<file path="src/rtl/cfgsmb_pkg.sv">
package cfgsmb_pkg;

  localparam int IDX_W  = 8;
  localparam int DATA_W = 8;
  localparam logic [3:0] ADDR_HI = 4'b1101;
  localparam int CNT_IDX = 7;

  typedef struct packed {
    logic              wrEn;
    logic [IDX_W-1:0]  wrIndex;
    logic [DATA_W-1:0] wrData;
    logic [IDX_W-1:0]  rdIndex;
  } regStrobe_t;

  typedef enum logic [2:0] {
    ST_IDLE,
    ST_RX,
    ST_RXACK,
    ST_TX,
    ST_TXACK
  } busState_t;

  typedef enum logic [1:0] {
    ROLE_ADDR,
    ROLE_OFFS,
    ROLE_CNT,
    ROLE_DATA
  } rxRole_t;

  function automatic logic [2:0] strapAddrLow(input logic [1:0] code);
    case (code)
      2'b01:   return 3'b100;
      2'b10:   return 3'b101;
      default: return 3'b011;
    endcase
  endfunction

  function automatic logic [1:0] strapModeBits(input logic [1:0] code);
    case (code)
      2'b01:   return 2'b01;
      2'b10:   return 2'b11;
      default: return 2'b00;
    endcase
  endfunction

  function automatic logic [DATA_W-1:0] regWriteMask(input int idx);
    case (idx)
      0, 2:    return 8'h6A;
      1:       return 8'h3B;
      3:       return 8'h39;
      7:       return 8'h1F;
      default: return 8'h00;
    endcase
  endfunction

  function automatic logic [DATA_W-1:0] regResetVal(input int idx, input logic [1:0] mode);
    case (idx)
      0, 2:    return 8'hFF;
      1:       return {mode, 6'b000110};
      3:       return 8'hC7;
      5:       return 8'h03;
      6:       return 8'h44;
      7:       return 8'h08;
      default: return 8'h00;
    endcase
  endfunction

endpackage

</file>
<file path="src/rtl/cfgsmb_ctrl.sv">
module cfgsmb_ctrl
  import cfgsmb_pkg::*;
(
  input  logic              clk,
  input  logic              rstN,
  input  logic              sclIn,
  input  logic              sdaIn,
  input  logic [2:0]        addrLow,
  input  logic [DATA_W-1:0] countByte,
  input  logic [DATA_W-1:0] rdData,
  output regStrobe_t        strobe,
  output logic              sdaDriveLow
);

  localparam int BIT_W = $clog2(DATA_W + 1);
  localparam logic [BIT_W-1:0] FULL_BYTE = BIT_W'(DATA_W);

  busState_t         state;
  rxRole_t           role;
  logic              sclPrev, sdaPrev;
  logic [BIT_W-1:0]  bitCnt;
  logic [DATA_W-1:0] shiftReg;
  logic [IDX_W-1:0]  offsetReg, ptr;
  logic [DATA_W-1:0] remaining;
  logic              isRead, ackGiven, sdaOut;

  logic sclRise, sclFall, startSeen, stopSeen;
  logic addrMatch, ackDecision, byteDone;

  assign sclRise   = sclIn & ~sclPrev;
  assign sclFall   = ~sclIn & sclPrev;
  assign startSeen = sclIn & sclPrev & sdaPrev & ~sdaIn;
  assign stopSeen  = sclIn & sclPrev & ~sdaPrev & sdaIn;
  assign addrMatch = (shiftReg[7:1] == {ADDR_HI, addrLow});
  assign byteDone  = (state == ST_RX) && sclFall && (bitCnt == FULL_BYTE)
                     && !startSeen && !stopSeen;

  always_comb begin
    case (role)
      ROLE_ADDR: ackDecision = addrMatch;
      ROLE_DATA: ackDecision = (remaining != '0);
      default:   ackDecision = 1'b1;
    endcase
  end

  always_comb begin
    strobe.wrEn    = byteDone && (role == ROLE_DATA) && (remaining != '0);
    strobe.wrIndex = ptr;
    strobe.wrData  = shiftReg;
    strobe.rdIndex = ptr;
  end

  assign sdaDriveLow = sdaOut;

  always_ff @(posedge clk) begin
    if (!rstN) begin
      state     <= ST_IDLE;
      role      <= ROLE_ADDR;
      sclPrev   <= 1'b1;
      sdaPrev   <= 1'b1;
      bitCnt    <= '0;
      shiftReg  <= '0;
      offsetReg <= '0;
      ptr       <= '0;
      remaining <= '0;
      isRead    <= 1'b0;
      ackGiven  <= 1'b0;
      sdaOut    <= 1'b0;
    end else begin
      sclPrev <= sclIn;
      sdaPrev <= sdaIn;
      if (startSeen) begin
        state  <= ST_RX;
        role   <= ROLE_ADDR;
        bitCnt <= '0;
        sdaOut <= 1'b0;
      end else if (stopSeen) begin
        state  <= ST_IDLE;
        sdaOut <= 1'b0;
      end else begin
        case (state)
          ST_RX: begin
            if (sclRise && bitCnt != FULL_BYTE) begin
              shiftReg <= {shiftReg[DATA_W-2:0], sdaIn};
              bitCnt   <= bitCnt + 1'b1;
            end else if (byteDone) begin
              sdaOut   <= ackDecision;
              ackGiven <= ackDecision;
              bitCnt   <= '0;
              state    <= ST_RXACK;
              case (role)
                ROLE_ADDR: if (addrMatch) isRead <= shiftReg[0];
                ROLE_OFFS: begin
                  offsetReg <= shiftReg;
                  ptr       <= shiftReg;
                end
                ROLE_CNT:  remaining <= shiftReg;
                default: begin
                  if (remaining != '0) begin
                    ptr       <= ptr + 1'b1;
                    remaining <= remaining - 1'b1;
                  end
                end
              endcase
            end
          end
          ST_RXACK: begin
            if (sclFall) begin
              if (!ackGiven) begin
                sdaOut <= 1'b0;
                state  <= ST_IDLE;
              end else if (role == ROLE_ADDR && isRead) begin
                shiftReg <= countByte;
                sdaOut   <= ~countByte[DATA_W-1];
                ptr      <= offsetReg;
                bitCnt   <= '0;
                state    <= ST_TX;
              end else begin
                sdaOut <= 1'b0;
                state  <= ST_RX;
                case (role)
                  ROLE_ADDR: role <= ROLE_OFFS;
                  ROLE_OFFS: role <= ROLE_CNT;
                  default:   role <= ROLE_DATA;
                endcase
              end
            end
          end
          ST_TX: begin
            if (sclRise) begin
              bitCnt <= bitCnt + 1'b1;
            end else if (sclFall) begin
              if (bitCnt == FULL_BYTE) begin
                sdaOut <= 1'b0;
                bitCnt <= '0;
                state  <= ST_TXACK;
              end else begin
                shiftReg <= {shiftReg[DATA_W-2:0], 1'b0};
                sdaOut   <= ~shiftReg[DATA_W-2];
              end
            end
          end
          ST_TXACK: begin
            if (sclRise && sdaIn) begin
              state <= ST_IDLE;
            end else if (sclFall) begin
              shiftReg <= rdData;
              sdaOut   <= ~rdData[DATA_W-1];
              ptr      <= ptr + 1'b1;
              state    <= ST_TX;
            end
          end
          default: ;
        endcase
      end
    end
  end

endmodule

</file>
<file path="src/rtl/cfgsmb_regs.sv">
module cfgsmb_regs
  import cfgsmb_pkg::*;
#(
  parameter int NUM_REGS = 8
) (
  input  logic              clk,
  input  logic              rstN,
  input  logic [1:0]        addrStrap,
  input  logic [1:0]        modeStrap,
  input  regStrobe_t        strobe,
  output logic [DATA_W-1:0] rdData,
  output logic [DATA_W-1:0] countByte,
  output logic [2:0]        addrLow,
  output logic [3:0]        outEnable,
  output logic [3:0]        slewFast,
  output logic [1:0]        amplitude,
  output logic [1:0]        pllMode,
  output logic [1:0]        freqSel,
  output logic              fbSlewFast
);

  localparam int SEL_W = $clog2(NUM_REGS);

  logic [NUM_REGS-1:0][DATA_W-1:0] regBank;
  logic [2:0] addrLowQ;

  always_ff @(posedge clk) begin
    if (!rstN) addrLowQ <= strapAddrLow(addrStrap);
  end
  assign addrLow = addrLowQ;

  for (genvar i = 0; i < NUM_REGS; i++) begin : g_reg
    localparam logic [DATA_W-1:0] MASK = regWriteMask(i);
    logic [DATA_W-1:0] q;
    always_ff @(posedge clk) begin
      if (!rstN)
        q <= regResetVal(i, strapModeBits(modeStrap));
      else if (strobe.wrEn && strobe.wrIndex == IDX_W'(i))
        q <= (q & ~MASK) | (strobe.wrData & MASK);
    end
    assign regBank[i] = q;
  end

  always_comb begin
    if (int'(strobe.rdIndex) < NUM_REGS)
      rdData = regBank[strobe.rdIndex[SEL_W-1:0]];
    else
      rdData = '0;
  end

  assign countByte  = {3'b000, regBank[CNT_IDX][4:0]};
  assign outEnable  = {regBank[0][6], regBank[0][5], regBank[0][3], regBank[0][1]};
  assign slewFast   = {regBank[2][6], regBank[2][5], regBank[2][3], regBank[2][1]};
  assign amplitude  = regBank[1][1:0];
  assign pllMode    = regBank[1][5] ? regBank[1][4:3] : regBank[1][7:6];
  assign freqSel    = regBank[3][5] ? regBank[3][4:3] : 2'b00;
  assign fbSlewFast = regBank[3][0];

endmodule

</file>
<file path="src/rtl/cfgsmb_slave.sv">
module cfgsmb_slave
  import cfgsmb_pkg::*;
#(
  parameter int NUM_REGS = 8
) (
  input  logic       clk,
  input  logic       rstN,
  input  logic       sclIn,
  input  logic       sdaIn,
  input  logic [1:0] addrStrap,
  input  logic [1:0] modeStrap,
  output logic       sdaDriveLow,
  output logic [3:0] outEnable,
  output logic [3:0] slewFast,
  output logic [1:0] amplitude,
  output logic [1:0] pllMode,
  output logic [1:0] freqSel,
  output logic       fbSlewFast
);

  regStrobe_t        strobe;
  logic [DATA_W-1:0] rdData, countByte;
  logic [2:0]        addrLow;

  cfgsmb_ctrl u_ctrl (
    .clk        (clk),
    .rstN       (rstN),
    .sclIn      (sclIn),
    .sdaIn      (sdaIn),
    .addrLow    (addrLow),
    .countByte  (countByte),
    .rdData     (rdData),
    .strobe     (strobe),
    .sdaDriveLow(sdaDriveLow)
  );

  cfgsmb_regs #(.NUM_REGS(NUM_REGS)) u_regs (
    .clk       (clk),
    .rstN      (rstN),
    .addrStrap (addrStrap),
    .modeStrap (modeStrap),
    .strobe    (strobe),
    .rdData    (rdData),
    .countByte (countByte),
    .addrLow   (addrLow),
    .outEnable (outEnable),
    .slewFast  (slewFast),
    .amplitude (amplitude),
    .pllMode   (pllMode),
    .freqSel   (freqSel),
    .fbSlewFast(fbSlewFast)
  );

endmodule

</file>
<file path="config.mk">
export PLATFORM = sky130hd
export DESIGN_NAME = cfgsmb_slave
export DESIGN_NICKNAME = d
export VERILOG_FILES = /design/src/rtl/cfgsmb_pkg.sv /design/src/rtl/cfgsmb_ctrl.sv /design/src/rtl/cfgsmb_regs.sv /design/src/rtl/cfgsmb_slave.sv
export SDC_FILE = /design/constraint.sdc
export NUM_CORES = 1
export LEC_CHECK = 0
export BUFFER_PORTS_ARGS = -buffer_cell sky130_fd_sc_hd__buf_4
export CAP_MARGIN = 20
export CORE_MARGIN = 1.5
export CORE_UTILIZATION = 55
export DETAILED_ROUTE_END_ITERATION = 6
export PLACE_DENSITY = 0.73
export SLEW_MARGIN = 25
export SYNTH_ARGS = -nofsm -noshare
export SYNTH_HDL_FRONTEND = slang
export SYNTH_SLANG_ARGS = --single-unit
</file>
<file path="constraint.sdc">
create_clock -name clk -period 2.9 [get_ports clk]
set_input_delay 0 -clock clk [delete_from_list [all_inputs] [get_ports clk]]
set_output_delay 0 -clock clk [all_outputs]
set_load 0.02 [all_outputs]
</file>
After elaboration in Yosys (flattened, before gate mapping)
Cells that the tools add are included.
{ "totals": {"out_inout_bits": 16, "elab_cells": 198, "register_bits": 89} }
{ "classes": {"muxes": 66, "n_lt_le_gt_ge": 2, "bitwise_logic": 24, "addsub": 3, "n_reduce_logical": 39, "eq_ne": 44} }
{ "ops": {"columns": ["op", "n"], "rows": [
  ["8-bit 2-to-1 mux", 22],
  ["4-bit 2-to-1 mux", 8],
  ["8-bit one-hot mux with 2 select lines", 2],
  ["8-bit one-hot mux with 4 select lines", 1],
  ["8-bit AND reduction", 4],
  ["3-bit 2-to-1 mux", 9],
  ["8-bit binary-select mux with 3-bit select", 1],
  ["8-bit one-hot mux with 3 select lines", 1],
  ["12-bit AND reduction", 2],
  ["8-bit by 2-bit == test with 1-bit output (second input constant)", 2],
  ["2-bit by 1-bit inequality test with 1-bit output (second input constant)", 8],
  ["4-bit by 1-bit inequality test with 1-bit output (second input constant)", 4],
  ["8-bit by 6-bit bitwise OR with 8-bit output", 2],
  ["8-bit by 7-bit bitwise OR with 8-bit output", 2],
  ["1-bit logical AND", 14],
  ["7-bit AND reduction", 2],
  ["1-bit 2-to-1 mux", 12],
  ["2-bit inequality test (second input constant)", 6],
  ["1-bit inverter", 12],
  ["3-bit one-hot mux with 4 select lines", 1],
  ["4-bit one-hot mux with 3 select lines", 1],
  ["5-bit AND reduction", 2],
  ["3-bit by 1-bit inequality test with 1-bit output (second input constant)", 3],
  ["8-bit by 1-bit adder with 8-bit output (second input constant)", 1],
  ["36 further kinds", 56]
]} }

Depth between registers and ports, before layout
Gate-level depths: netlist (run 1).
{ "depth": {"word_depth": 11, "mapped_depth": 10, "ltp_nobuf": 7} }

Modules after synthesis
A second synthesis (run 1) with hierarchy kept.
{ "hier_totals": {"hier_cells": 572, "area_unflattened_um2": 4700.8} }
{ "by_module_without_submodules": {"columns": ["mod", "seq_area_each_um2", "cells_each", "area_per_inst_um2", "n_inst"], "rows": [
  ["cfgsmb_ctrl", 920.9, 412, 3235.6, 1],
  ["cfgsmb_regs", 590.6, 160, 1465.2, 1]
]} }

Least setup slack after synthesis (run 1)
Ideal clock, no wire load.
{ "synth_path": {"path_type": "reg2reg", "start": "register u_ctrl.remaining[0]", "end": "register u_ctrl.ptr[7]", "n_path_buf": 2, "arrival_time_ns": 1.908, "synth_period_minus_slack_ns": 2.044, "setup_time_ns": 0.136, "path_stages_with_launch": 10, "slack_ns": 0.856, "path_cell_list": "dfxtp_1 inv_1 ha_1 or3b_1 clkbuf_1 nor3_1 o41ai_2 and2_1 buf_4 a311oi_2"} }
{ "synth_between": {"elab_chain_cells": 3} }
{ "synth_lines": {"columns": ["element", "line_no", "rtl"], "rows": [
  ["start: declaration", "cfgsmb_ctrl.sv:24", "logic [DATA_W-1:0] remaining;"],
  ["start signal: assignment", "cfgsmb_ctrl.sv:97", "ROLE_CNT: remaining <= shiftReg;"],
  ["start signal: assignment", "cfgsmb_ctrl.sv:101", "remaining <= remaining - 1'b1;"],
  ["8-bit nonzero test", "cfgsmb_ctrl.sv:99", "if (remaining != '0) begin"],
  ["3-bit inequality test (no source line)", null, null],
  ["12-bit AND reduction (no source line)", null, null],
  ["end signal: assignment", "cfgsmb_ctrl.sv:95", "ptr <= shiftReg;"],
  ["end signal: assignment", "cfgsmb_ctrl.sv:100", "ptr <= ptr + 1'b1;"],
  ["end signal: assignment", "cfgsmb_ctrl.sv:115", "ptr <= offsetReg;"],
  ["end: declaration", "cfgsmb_ctrl.sv:23", "logic [IDX_W-1:0] offsetReg, ptr;"]
]} }
No other way between the ends.
A chain may end at the register's enable or synchronous reset.

Worst setup path in the final report (run 1)
{ "layout_path": {"start": "register u_ctrl.role[1]", "end": "register u_ctrl.ptr[1]"} }
{ "layout_between": {"elab_chain_cells": 6} }
{ "layout_lines": {"columns": ["element", "line_no", "rtl"], "rows": [
  ["start: declaration", "cfgsmb_ctrl.sv:19", "rxRole_t role;"],
  ["start signal: assignment", "cfgsmb_ctrl.sv:58", "role <= ROLE_ADDR;"],
  ["start signal: assignment", "cfgsmb_ctrl.sv:74", "role <= ROLE_ADDR;"],
  ["start signal: assignment", "cfgsmb_ctrl.sv:122", "ROLE_ADDR: role <= ROLE_OFFS;"],
  ["2-bit == test / 2-bit logical NOT (equally long branches)", "cfgsmb_ctrl.sv:91, cfgsmb_ctrl.sv:112", null],
  ["2-bit OR reduction (no source line)", null, null],
  ["8-bit one-hot mux with 2 select lines", "cfgsmb_ctrl.sv:91", "case (role)"],
  ["8-bit 2-to-1 mux", "cfgsmb_ctrl.sv:86", "end else if (byteDone) begin"],
  ["8-bit 2-to-1 mux", "cfgsmb_ctrl.sv:83", "if (sclRise && bitCnt != FULL_BYTE) begin"],
  ["8-bit one-hot mux with 3 select lines", "cfgsmb_ctrl.sv:81", "case (state)"]
]} }
Several ways; a longest one is shown, not always the timed one. The select of a mux whose other input is x is not followed.

==> results.md, run 1 <==
* HP Class: input port to flop
* HPWL Detailed at 7.70 mm
* Detailed Route Iter0 Violations at 240
* Nets@finish at 540
* Reg2Reg Launch Point: u_ctrl.role[1]
* Critical path endpoint category: flop
* Critical Path Stages at 7
* Number of cells on the worst hold path at 3
* CP max-delay cell: a2111oi_0
* Area Overhead vs Synth at 9.19%
* Yosys warnings at 0
* Async set or reset register ratio after synthesis at 0%
* Die height at just over 90 µm
* Clock root buffer: clkbuf_8
* Sequential area share after synthesis at 34.9%
* Vias per cell at 6.24
* Critical Path Source Type: flop
* Routed Antenna Nets at 0
* Lkg Pwr at approximately 0.0017 µW
* Critical Path Start: u_ctrl.role[1]
* Period minus WS final at 2.44 ns
* Total grt overflow at 0
* CP peak stage delay at about 0.45 ns
* Pre-CTS setup slack at 0.496 ns
* Setup crit end: u_ctrl.ptr[1]
* Worst R2R Setup Slack at 0.46 ns
* First-pass GRT wire length at 18.6 mm
* Crit path max-delay family: compound AO/OA/AOI/OAI gates
* Synth Register Bits at 73
* Pwr Density at 418 mW/mm²
* Reg2Reg Depth at 7
* Boundary pin count at 24
* Avg Inst Size Synth at about 8.4 µm²
* Status: finished clean
* Clock buffer depth at 2
* Drt drc at 0
* H-tree depth at 3
* GRT Total Usage at roughly 28%
* Synth top area share at 31.4%
* CTS tree: done
* Starting density of the core at 56.3%
* Final wirelength at 11.1 mm
* Initial antenna violation count at 0
* Worst-path clk slew at 0.08 ns
* Worst endpoint required time at 3.12 ns
* Share of layout cells above drive strength 1 at around 14%
* Via count at 3897
* Clk sinks at 73
* Top_reg_cell synth: dfxtp_1
* Max Cap Viol at 0
* Wire per inst at approximately 18 µm
* Cts bufs inserted at 9
* Post-synth EDFFs at 5
* Die width at a little over 90 µm
* Final setup fails at 0
* Final hold viol count at 0
* Fin worst setup slack at between 0.4 and 0.5 ns
* Routability Congestion at slightly below 0.9
* Worst IR drop on VDD at 330 µV
* Net Count, Synth at 539
* Antenna Cells at 0
* Die area at 0.00841 mm²
* Setup Fix Bufs, Post-CTS at 0
* Later-pin clock latency in the skew report at 0.36 ns
* DRT Pass-1 Iters at 6
* RSZ-0062 raised after global routing: no
* Final slew viol count at 0
* Crit path buffers/inverters at 1
* Post-synth top area cell: dfxtp_1
* IO Port Bufs at 23
* F_max at between 0.4 and 0.5 GHz
* Crit-path max FO at 9
* Tcrit/Tclk final at about 84%
* Relative slew slack at 47.0%
* TNS Setup at 0 ns
* Yosys cell types at 71
* CP Cell Sequence: inv_1, ha_1, nand3_1, a2111oi_0, a21o_1, and2_1, a311oi_1
* Critical hold path startpoint: modeStrap[1]
* Least-Margin Pin Slew at ~0.79 ns
* Largest net degree at the start of global routing at 40
* Largest cells by area after synthesis: dfxtp_1 (31%), nand2_1 (5.5%), mux2i_1 (4.6%), ha_1 (4.0%), a21oi_1 (3.6%)
* Vias in the first global route at around 3700
* Gate Count Post-Synth at 517
* Syn Std Cell Area at 0.00433 mm²
* Core Box Area at about 0.0077 mm²
* Worst EP arrival at approximately 2.7 ns
* Row cnt at 32
* Reg-to-Reg End: u_ctrl.ptr[1]
* Layout Skew at 0.0104 ns
* Crit Path Category: flop to flop
==> tightest hold or removal path, stage by stage <==
cell and delay [ns]:
buf_4 0.08, ha_1 0.11, nor2_1 0.03
==> cell usage in the layout, fill, tap and decap left out, drive strengths merged, types with 5 or more instances in the layout <==
master / synthesis / layout
and2: 5 / 5
dfxtp: 68 / 68
o31ai: 6 / 6
a21oi: 31 / 31
xnor2: 5 / 5
buf: 14 / 32
nor2: 31 / 31
nand3b: 5 / 5
a311oi: 6 / 6
a31oi: 8 / 8
a32oi: 7 / 7
nor3: 12 / 12
nand3: 18 / 18
a32o: 5 / 5
nand2: 64 / 64
inv: 18 / 19
a31o: 9 / 9
nand4: 6 / 6
o21ai: 30 / 30
clkbuf: 31 / 11
nor2b: 5 / 5
mux2i: 20 / 20
or4: 5 / 5
a22oi: 8 / 8
nand2b: 13 / 13
or3: 6 / 6
ha: 14 / 14
edfxtp: 5 / 5
==> cell usage after synthesis (all sizes together), types with 5 or more instances <==
cell    number
a21oi       31
a22oi        8
a311oi       6
a31o         9
a31oi        8
a32o         5
a32oi        7
and2         5
buf         14
clkbuf      31
dfxtp       68
edfxtp       5
ha          14
inv         18
mux2i       20
nand2       64
nand2b      13
nand3       18
nand3b       5
nand4        6
nor2        31
nor2b        5
nor3        12
o21ai       30
o31ai        6
or3          6
or4          5
xnor2        5
==> per-stage QoR <==
stage | hold slack (ns) | utilization, % | power [µW] | cells | area, µm²
finish | 0.0139 | 61.5 | 1970 | 625 | 4730
CTS | 0.0104 | 61.5 | 1980 | 625 | 4730
global placement | 0.261 | 58.5 | 1150 | 606 | 4490
global route | 0.0186 | 61.5 | 2030 | 625 | 4730
detailed placement | 0.267 | 58.5 | 1160 | 606 | 4490
floorplan | 0.101 | - | 1120 | 517 | 4330
==> repair_timing <==
action / CTS / global route
hold buffers: 3 / 0
resized for setup: 0 / 0
hold endpoints to repair: 3 / 0
==> registers in the layout, indices dropped and copies added (netlist names), 2 cells and up <==
register	count
u_regs.g.q	24
u_ctrl.offsetReg	8
u_ctrl.ptr	8
u_ctrl.remaining	8
u_ctrl.shiftReg	8
u_ctrl.bitCnt	4
u_ctrl.state	3
u_regs.addrLow	3
u_ctrl.role	2
==> where the power goes <==
part           switching (µW)  total, µW  leakage (µW)  internal, µW
Clock                     415        840     0.0000962           426
Combinational            57.7       97.4       0.00105          39.7
Sequential               13.4       1040      0.000597          1020
Total                     486       1970       0.00174          1490
==> layer usage <==
metal | track usage, % | share of wire, % | wire [µm] | vias up
li1 | - | - | - | 1894
met1 | 35.8 | 44 | 4870 | 1814
met2 | 45.6 | 48 | 5330 | 158
met3 | 5.47 | 5.7 | 631 | 31
met4 | 12.1 | 2.8 | 307 | 0
met5 | 0 | 0 | 0 | -
==> area by class of cell <==
type | count | area [µm²]
Clock inverter | 5 | 62.6
Multi-Input combinational cell | 381 | 2550
Fill cell | 695 | 2960
Timing Repair Buffer | 35 | 270
Inverter | 18 | 67.6
Sequential cell | 73 | 1510
Clock buffer | 11 | 141
Tap cell | 102 | 128
==> worst min path at each step <==
stage,end
after global routing,u_regs.g_reg[1].q[6]
after detailed placement,u_ctrl.sdaPrev
final,u_regs.g_reg[1].q[6]
after floorplan,u_ctrl.sdaPrev
after CTS,u_regs.g_reg[1].q[6]
after global placement,u_ctrl.sdaPrev
==> cell families (layout without fill, tap and decap cells) <==
| family | count (synthesis) | after routing | share of synthesized area (%) |
|---|---|---|---|
| fa+ha+maj | 14 | 14 | 4.05 |
| flops | 73 | 73 | 34.9 |
| mux | 26 | 26 | 6.70 |
| xor+xnor | 6 | 6 | 1.21 |
| compound gates | 141 | 141 | 22.9 |
| buf+inv | 63 | 69 | 6.27 |
| simple gates | 194 | 194 | 24.0 |
Power figures use the tool's default switching activity.
==> run 2: changes to the inputs <==
==> constraint.sdc (replaced) <==
create_clock -name clk -period 2.3 [get_ports clk]
set_input_delay 0 -clock clk [delete_from_list [all_inputs] [get_ports clk]]
set_output_delay 0 -clock clk [all_outputs]
set_load 0.02 [all_outputs]
==> run 2 against run 1 <==
  * Fmax up 11%
  * Worst hold slack better by 0.054 ns
  * Die area did not move
  * Critical path type unchanged
==> results.md, run 2 (synthesis gave the netlist of run 1 again) <==
* Largest net degree at the start of global routing at 39 (-2.5%)
* Routability Congestion at 0.898 (+0.48%)
* Worst EP arrival at 2.43 ns (-0.22 ns)
* HP Class: input port to flop
* H-tree depth at 3 (unchanged)
* CTS tree: done
* Die area at 0.00841 mm² (unchanged)
* Number of cells on the worst hold path at 3 (unchanged)
* RSZ-0062 raised after global routing: no
* Antenna Cells at 0 (unchanged)
* CP Cell Sequence: inv_1, ha_1, or3b_1, o21a_1, or3_1, o211ai_1, o31ai_1
* Reg2Reg Depth at 7 (unchanged)
* Hold Slack at 0.0675 ns (+0.0536 ns)
* Switching Share at 24.1% (-0.49 points)
* Most common cell after layout, fill and taps aside: dfxtp_1
* Hold endpoint: u_regs.addrLow[1]
* GRT Total Usage at 27.8% (-0.098 points)
* Final wirelength at 11.3 mm (+1.6%)
* Later-pin clock latency in the skew report at 0.36 ns (about the same)
* Row cnt at 32 (unchanged)
* Crit path max-delay family: simple AND/OR/NAND/NOR gates
* Critical hold path startpoint: addrStrap[0]
* Most frequent cells in the layout: dfxtp_1 (67), nand2_1 (64), buf_4 (48), nor2_1 (31), a21oi_1 (31)
* Setup Fix Bufs, Post-CTS at 0 (unchanged)
* Clk sinks at 73 (unchanged)
* DRT Pass-1 Iters at 7 (+1)
* Critical Path Source Type: flop
* First-pass GRT wire length at 18.5 mm (-0.67%)
* Vias in the first global route at 3724 (+1.2%)
* Crit-path max FO at 7 (-2)
* Final setup fails at 0 (unchanged)
* Starting density of the core at 56.3% (unchanged)
* Vias per cell at 6.30 (+0.99%)
* Period minus WS final at 2.19 ns (-0.245 ns)
* Cts bufs inserted at 9 (unchanged)
* Initial antenna violation count at 0 (unchanged)
* IO Port Bufs at 23 (unchanged)
* Reg-to-Reg End: u_ctrl.sdaDriveLow
* Boundary pin count at 24 (unchanged)
* F_max at 0.456 GHz (+11%)
* Die width at 91.7 µm (unchanged)
* Status: finished clean
* Clock buffer depth at 2 (unchanged)
* CP peak stage delay at 0.47 ns (+0.02 ns)
* Pwr Density at 528 mW/mm² (+26%)
* Worst endpoint required time at 2.53 ns (-0.59 ns)
* Pint at 1960 µW (+32%)
* Clock power frac at 44.3% (+1.7 points)
* Switching Power at 623 µW (+28%)
* Nets@finish at 558 (+3.3%)
* Max reg flops at 24 (unchanged)
* Clock root buffer: clkbuf_8
* Die height at 91.7 µm (unchanged)
* TNS Setup at 0 ns (unchanged)
* Area Overhead vs Synth at 13.1%
* Final slew viol count at 0 (unchanged)
* Via count at 4049 (+3.9%)
* Layout fillers at 694 (-0.14%)
* Detailed Route Iter0 Violations at 244 (+1.7%)
* Routed Antenna Nets at 0 (unchanged)
* Register share of total power at 50.4% (-2.1 points)
* Top reg by flops: u_regs.g.q
* Relative slew slack at 30.0% (-17 points)
* Tcrit/Tclk final at 95.3% (+11 points)
* HPWL Detailed at 7.88 mm (+2.3%)
* Layout Skew at 0.0149 ns (+0.00444 ns)
* Wire per inst at 17.6 µm (-1.3%)
* Critical path endpoint category: flop
* Worst-path clk slew at 0.08 ns (about the same)
* Gate power share at 5.2% (+0.3 points)
* Worst IR drop on VDD at 400 µV (+21%)
* Share of layout cells above drive strength 1 at 17.6% (+3.2 points)
* Lkg Pwr at 0.00185 µW (+6.3%)
* Final hold viol count at 0 (unchanged)
* Total grt overflow at 0 (unchanged)
* Worst R2R Setup Slack at 0.11 ns (-0.36 ns)
* Drt drc at 0 (unchanged)
* Max Cap Viol at 0 (unchanged)
* Crit path buffers/inverters at 1 (unchanged)
* Crit Path Category: flop to flop
* Least-Margin Pin Slew at 1.05 ns (+0.255 ns)
* Core Box Area at 0.00769 mm² (unchanged)
* Reg2Reg Launch Point: u_ctrl.remaining[0]
* CP max-delay cell: or3b_1
-- run 2: final cells by class --
type                       instances  area, µm²  share of cell area (%)
inverter                          18       67.6                    1.38
clock buffer                      11        163                    3.32
sequential                        73       1510                    30.9
tap                              102        128                    2.61
timing repair buffer              53        410                    8.38
multi-input combinational        381       2550                    52.1
clock inverter                     5       67.6                    1.38
-- run 2: per-layer routing --
layer	vias to the layer above	share of wire, %	global-route usage (%)
met5	-	0	0
met1	1924	42	34.5
met4	0	3.4	14.1
met3	29	6.1	4.98
met2	159	48	46.3
li1	1937	-	-
-- run 2: worst max path at each step --
| stage | slack, ns | end | depth (start not counted) | start |
|---|---|---|---|---|
| global route | 0.01 | u_ctrl.ptr[1] | 8 | u_ctrl.role[0] |
| finish | 0.11 | u_ctrl.sdaDriveLow | 7 | u_ctrl.remaining[0] |
| global placement | 0.1 | u_ctrl.shiftReg[0] | 4 | u_ctrl.state[2] |
| detailed placement | 0.11 | u_ctrl.shiftReg[0] | 4 | u_ctrl.state[2] |
| floorplan | 0.26 | u_ctrl.ptr[7] | 9 | u_ctrl.remaining[0] |
| CTS | 0.09 | u_ctrl.shiftReg[0] | 4 | u_ctrl.state[2] |
-- run 2: power by group through the flow --
stage,clock (µW),sequential [µW],combinational [µW]
2_1_floorplan,0,1330,87.5
3_3_place_gp,0,1330,123
3_5_place_dp,0,1330,126
4_1_cts,1160,1300,132
5_1_grt,1210,1310,146
6_report,1150,1300,135
-- run 2: through the flow --
step / cells / utilization, % / area, µm² / power [µW] / worst slack, ns
6_report: 643 / 63.7 / 4900 / 2580 / 0.108
3_5_place_dp: 622 / 60.0 / 4610 / 1460 / 0.105
5_1_grt: 643 / 63.7 / 4900 / 2660 / 0.0125
4_1_cts: 642 / 63.5 / 4880 / 2600 / 0.0919
2_1_floorplan: 517 / - / 4330 / 1410 / 0.256
3_3_place_gp: 622 / 60.0 / 4610 / 1460 / 0.0977
-- run 2: what timing repair did --
item	CTS	global route
hold buffers	4	1
setup endpoints to repair	0	12
hold endpoints to repair	3	1
resized for setup	0	3
-- run 2: tightest hold or removal path: stages --
cell and delay [ns]:
buf_4 0.11, inv_1 0.05, ha_1 0.16
==> run 3: changes to the inputs <==
--- a/config.mk
+++ b/config.mk
@@ -5,12 +5,12 @@
 export SDC_FILE = /design/constraint.sdc
 export NUM_CORES = 1
 export LEC_CHECK = 0
-export BUFFER_PORTS_ARGS = -buffer_cell sky130_fd_sc_hd__buf_4
 export CAP_MARGIN = 20
 export CORE_MARGIN = 1.5
 export CORE_UTILIZATION = 55
 export DETAILED_ROUTE_END_ITERATION = 6
-export PLACE_DENSITY = 0.73
+export DONT_BUFFER_PORTS = 1
+export PLACE_DENSITY = 0.7
 export SLEW_MARGIN = 25
 export SYNTH_ARGS = -nofsm -noshare
 export SYNTH_HDL_FRONTEND = slang
==> constraint.sdc (replaced) <==
create_clock -name clk -period 2.3 [get_ports clk]
set_input_delay 0 -clock clk [delete_from_list [all_inputs] [get_ports clk]]
set_output_delay 0 -clock clk [all_outputs]
set_load 0.05 [all_outputs]
==> run 3 against run 2 <==
  * Design area fell by 2.6%
  * Power fell by 1.8%
  * Sequential cell count did not move
  * Sequential share of layout area rose by 0.78 points
  * Combinational power barely moved
  * Fmax fell by 1.0%
  * Clock power fell by 4%
  * Global-route usage rose by 0.44 points
  * Critical path depth fell by 1
  * Worst hold slack got worse by 0.059 ns
  * Sequential power barely moved
  * Largest power group unchanged
==> results.md, run 3 (synthesis gave the netlist of run 1 again) <==
* Tcrit/Tclk final at 96.2% (+0.96 points)
* Most common cell after layout, fill and taps aside: dfxtp_1
* Final slew viol count at 0 (unchanged)
* Status: finished clean
* Fin worst setup slack at 0.0863 ns (-0.0221 ns)
* Pwr Density at 532 mW/mm² (+0.76%)
* Antenna Cells at 0 (unchanged)
* GRT Total Usage at 28.2% (+0.44 points)
* Worst endpoint required time at 2.59 ns (+0.06 ns)
* Relative slew slack at 51.4% (+21 points)
* Drt drc at 0 (unchanged)
* Vias in the first global route at 3764 (+1.1%)
* Clock buffer depth at 2 (unchanged)
* Detailed Route Iter0 Violations at 176 (-28%)
* Share of layout cells above drive strength 1 at 13.9% (-3.6 points)
* Top reg by flops: u_regs.g.q
* Die height at 91.7 µm (unchanged)
* Crit path buffers/inverters at 1 (unchanged)
* Core Box Area at 0.00769 mm² (unchanged)
* Most frequent cells in the layout: dfxtp_1 (68), nand2_1 (64), nor2_1 (31), a21oi_1 (31)
* Clock root buffer: clkbuf_8
* Nets@finish at 541 (-3.0%)
* Pre-CTS setup slack at 0.135 ns (+0.0298 ns)
* Period minus WS final at 2.21 ns (+0.0221 ns)
* Number of cells on the worst hold path at 2 (-1)
* Crit-path max FO at 9 (+2)
* TNS Setup at 0 ns (unchanged)
* Crit path max-delay family: simple AND/OR/NAND/NOR gates
* HPWL Detailed at 7.95 mm (+0.86%)
* Routability Congestion at 0.939 (+4.6%)
* DRT Pass-1 Iters at 5 (-2)
* HP Class: input port to flop
* Die width at 91.7 µm (unchanged)
* First-pass GRT wire length at 18.7 mm (+1.2%)
* Crit Path Category: flop to flop
* Register share of total power at 51.4% (+1.0 points)
* RSZ-0062 raised after global routing: yes
* CP Cell Sequence: buf_4, nor3b_4, nand3_2, or3_1, or3_1, a31oi_1
* Max Cap Viol at 0 (unchanged)
* Cts bufs inserted at 9 (unchanged)
* Layout fillers at 674 (-2.9%)
* Most common cell on crit path: or3_1
* H-tree depth at 3 (unchanged)
* Max reg flops at 24 (unchanged)
* Switching Power at 667 µW (+7.2%)
* Row cnt at 32 (unchanged)
* Clock power frac at 43.2% (-1.1 points)
* Area Overhead vs Synth at 10.2%
* Worst EP arrival at 2.51 ns (+0.08 ns)
* Switching Share at 26.3% (+2.2 points)
* Worst-path clk slew at 0.09 ns (about the same)
* Gate power share at 5.4% (+0.2 points)
* Initial antenna violation count at 0 (unchanged)
* Critical Path Stages at 6 (-1)
* Lkg Pwr at 0.00176 µW (-4.9%)
* Routed Antenna Nets at 0 (unchanged)
* Via count at 4043 (-0.15%)
* Die area at 0.00841 mm² (unchanged)
* Final wirelength at 11.5 mm (+1.9%)
* Pint at 1870 µW (-4.7%)
* Critical path endpoint category: flop
* Clk sinks at 73 (unchanged)
* Later-pin clock latency in the skew report at 0.37 ns (about the same)
* F_max at 0.452 GHz (-1.0%)
* Vias per cell at 6.46 (+2.6%)
* Worst IR drop on VDD at 354 µV (-11%)
* Boundary pin count at 24 (unchanged)
* Total grt overflow at 0 (unchanged)
* Final hold viol count at 0 (unchanged)
* Final setup fails at 0 (unchanged)
* CP max-delay cell: or3_1
* Reg2Reg Depth at 6 (-1)
* CP peak stage delay at 0.53 ns (+0.06 ns)
* Critical Path Source Type: flop
* Starting density of the core at 56.3% (unchanged)
* Wire per inst at 18.4 µm (+4.6%)
* Least-Margin Pin Slew at 0.728 ns (-0.321 ns)
* Layout Skew at 0.0150 ns (+0.000136 ns)
* CTS tree: done
* IO Port Bufs at 0 (-100%)
* Largest net degree at the start of global routing at 41 (+5.1%)
[run 3: cell types whose count changed in the layout (fill, tap and decap cells not counted), sizes merged]
cell | before | now
buf | 48 | 28
dlygate4sd3 | 5 | 8
clkbuf | 11 | 9
clkinv | 1 | 2
inv | 21 | 22
[run 3: layout make-up]
type | count | area (µm²) | area share (%)
clock buffers | 9 | 124 | 2.60
clock inverters | 7 | 85.1 | 1.78
inverters | 18 | 67.6 | 1.42
multi-input cells | 381 | 2550 | 53.5
flip-flops and latches | 73 | 1510 | 31.7
well taps | 102 | 128 | 2.67
repair buffers | 36 | 303 | 6.34
[run 3: per-layer routing]
| metal | global-route usage, % | up-vias | wire length [µm] |
|---|---|---|---|
| li1 | - | 1904 | - |
| met1 | 34.4 | 1944 | 4910 |
| met2 | 48.0 | 159 | 5590 |
| met3 | 6.22 | 36 | 642 |
| met4 | 11.9 | 0 | 378 |
| met5 | 0 | - | 0 |
[run 3: stage by stage]
| step | instance area [µm²] | utilization, % | hold slack, ns | total power [µW] | cells |
|---|---|---|---|---|---|
| finish | 4770 | 62.1 | 0.00822 | 2540 | 626 |
| global route | 4770 | 62.1 | 0.0619 | 2610 | 626 |
| CTS | 4770 | 62.0 | 0.0189 | 2550 | 626 |
| detailed placement | 4460 | 58.0 | 0.0709 | 1440 | 601 |
| global placement | 4460 | 58.0 | 0.0712 | 1440 | 601 |
| floorplan | 4330 | - | 0.101 | 1420 | 517 |
[run 3: path summary, 6_finish.rpt]
path                        from                   to  slack [ns]
min                         rstN       u_ctrl.role[1]       0.008
min reg2reg  u_ctrl.offsetReg[0]  u_ctrl.offsetReg[0]        0.46
max              u_ctrl.state[2]  u_ctrl.remaining[0]        0.09
max reg2reg      u_ctrl.state[2]  u_ctrl.remaining[0]        0.09
[run 3: power groups by stage]
stage	Combinational, µW	Sequential (µW)	Clock (µW)
2_1_floorplan	94.2	1330	0
3_3_place_gp	105	1330	0
3_5_place_dp	107	1330	0
4_1_cts	136	1300	1110
5_1_grt	147	1310	1160
6_report	136	1300	1100
[run 3: worst reg2reg max path: cells and delay by family (launching register included)]
kind	cells	cell delay, ns
AND/OR/NAND/NOR	4	1.35
flip-flops	1	0.42
buffers and inverters	1	0.22
AO/OA/AOI/OAI	1	0.15
[run 3: timing repair]
item / 4_1_cts / 5_1_grt
buffers inserted: 0 / 0
hold buffers: 9 / 0
endpoints found under the setup margin: 0 / 3
gates resized for setup: 0 / 2
hold endpoints to repair: 42 / 0
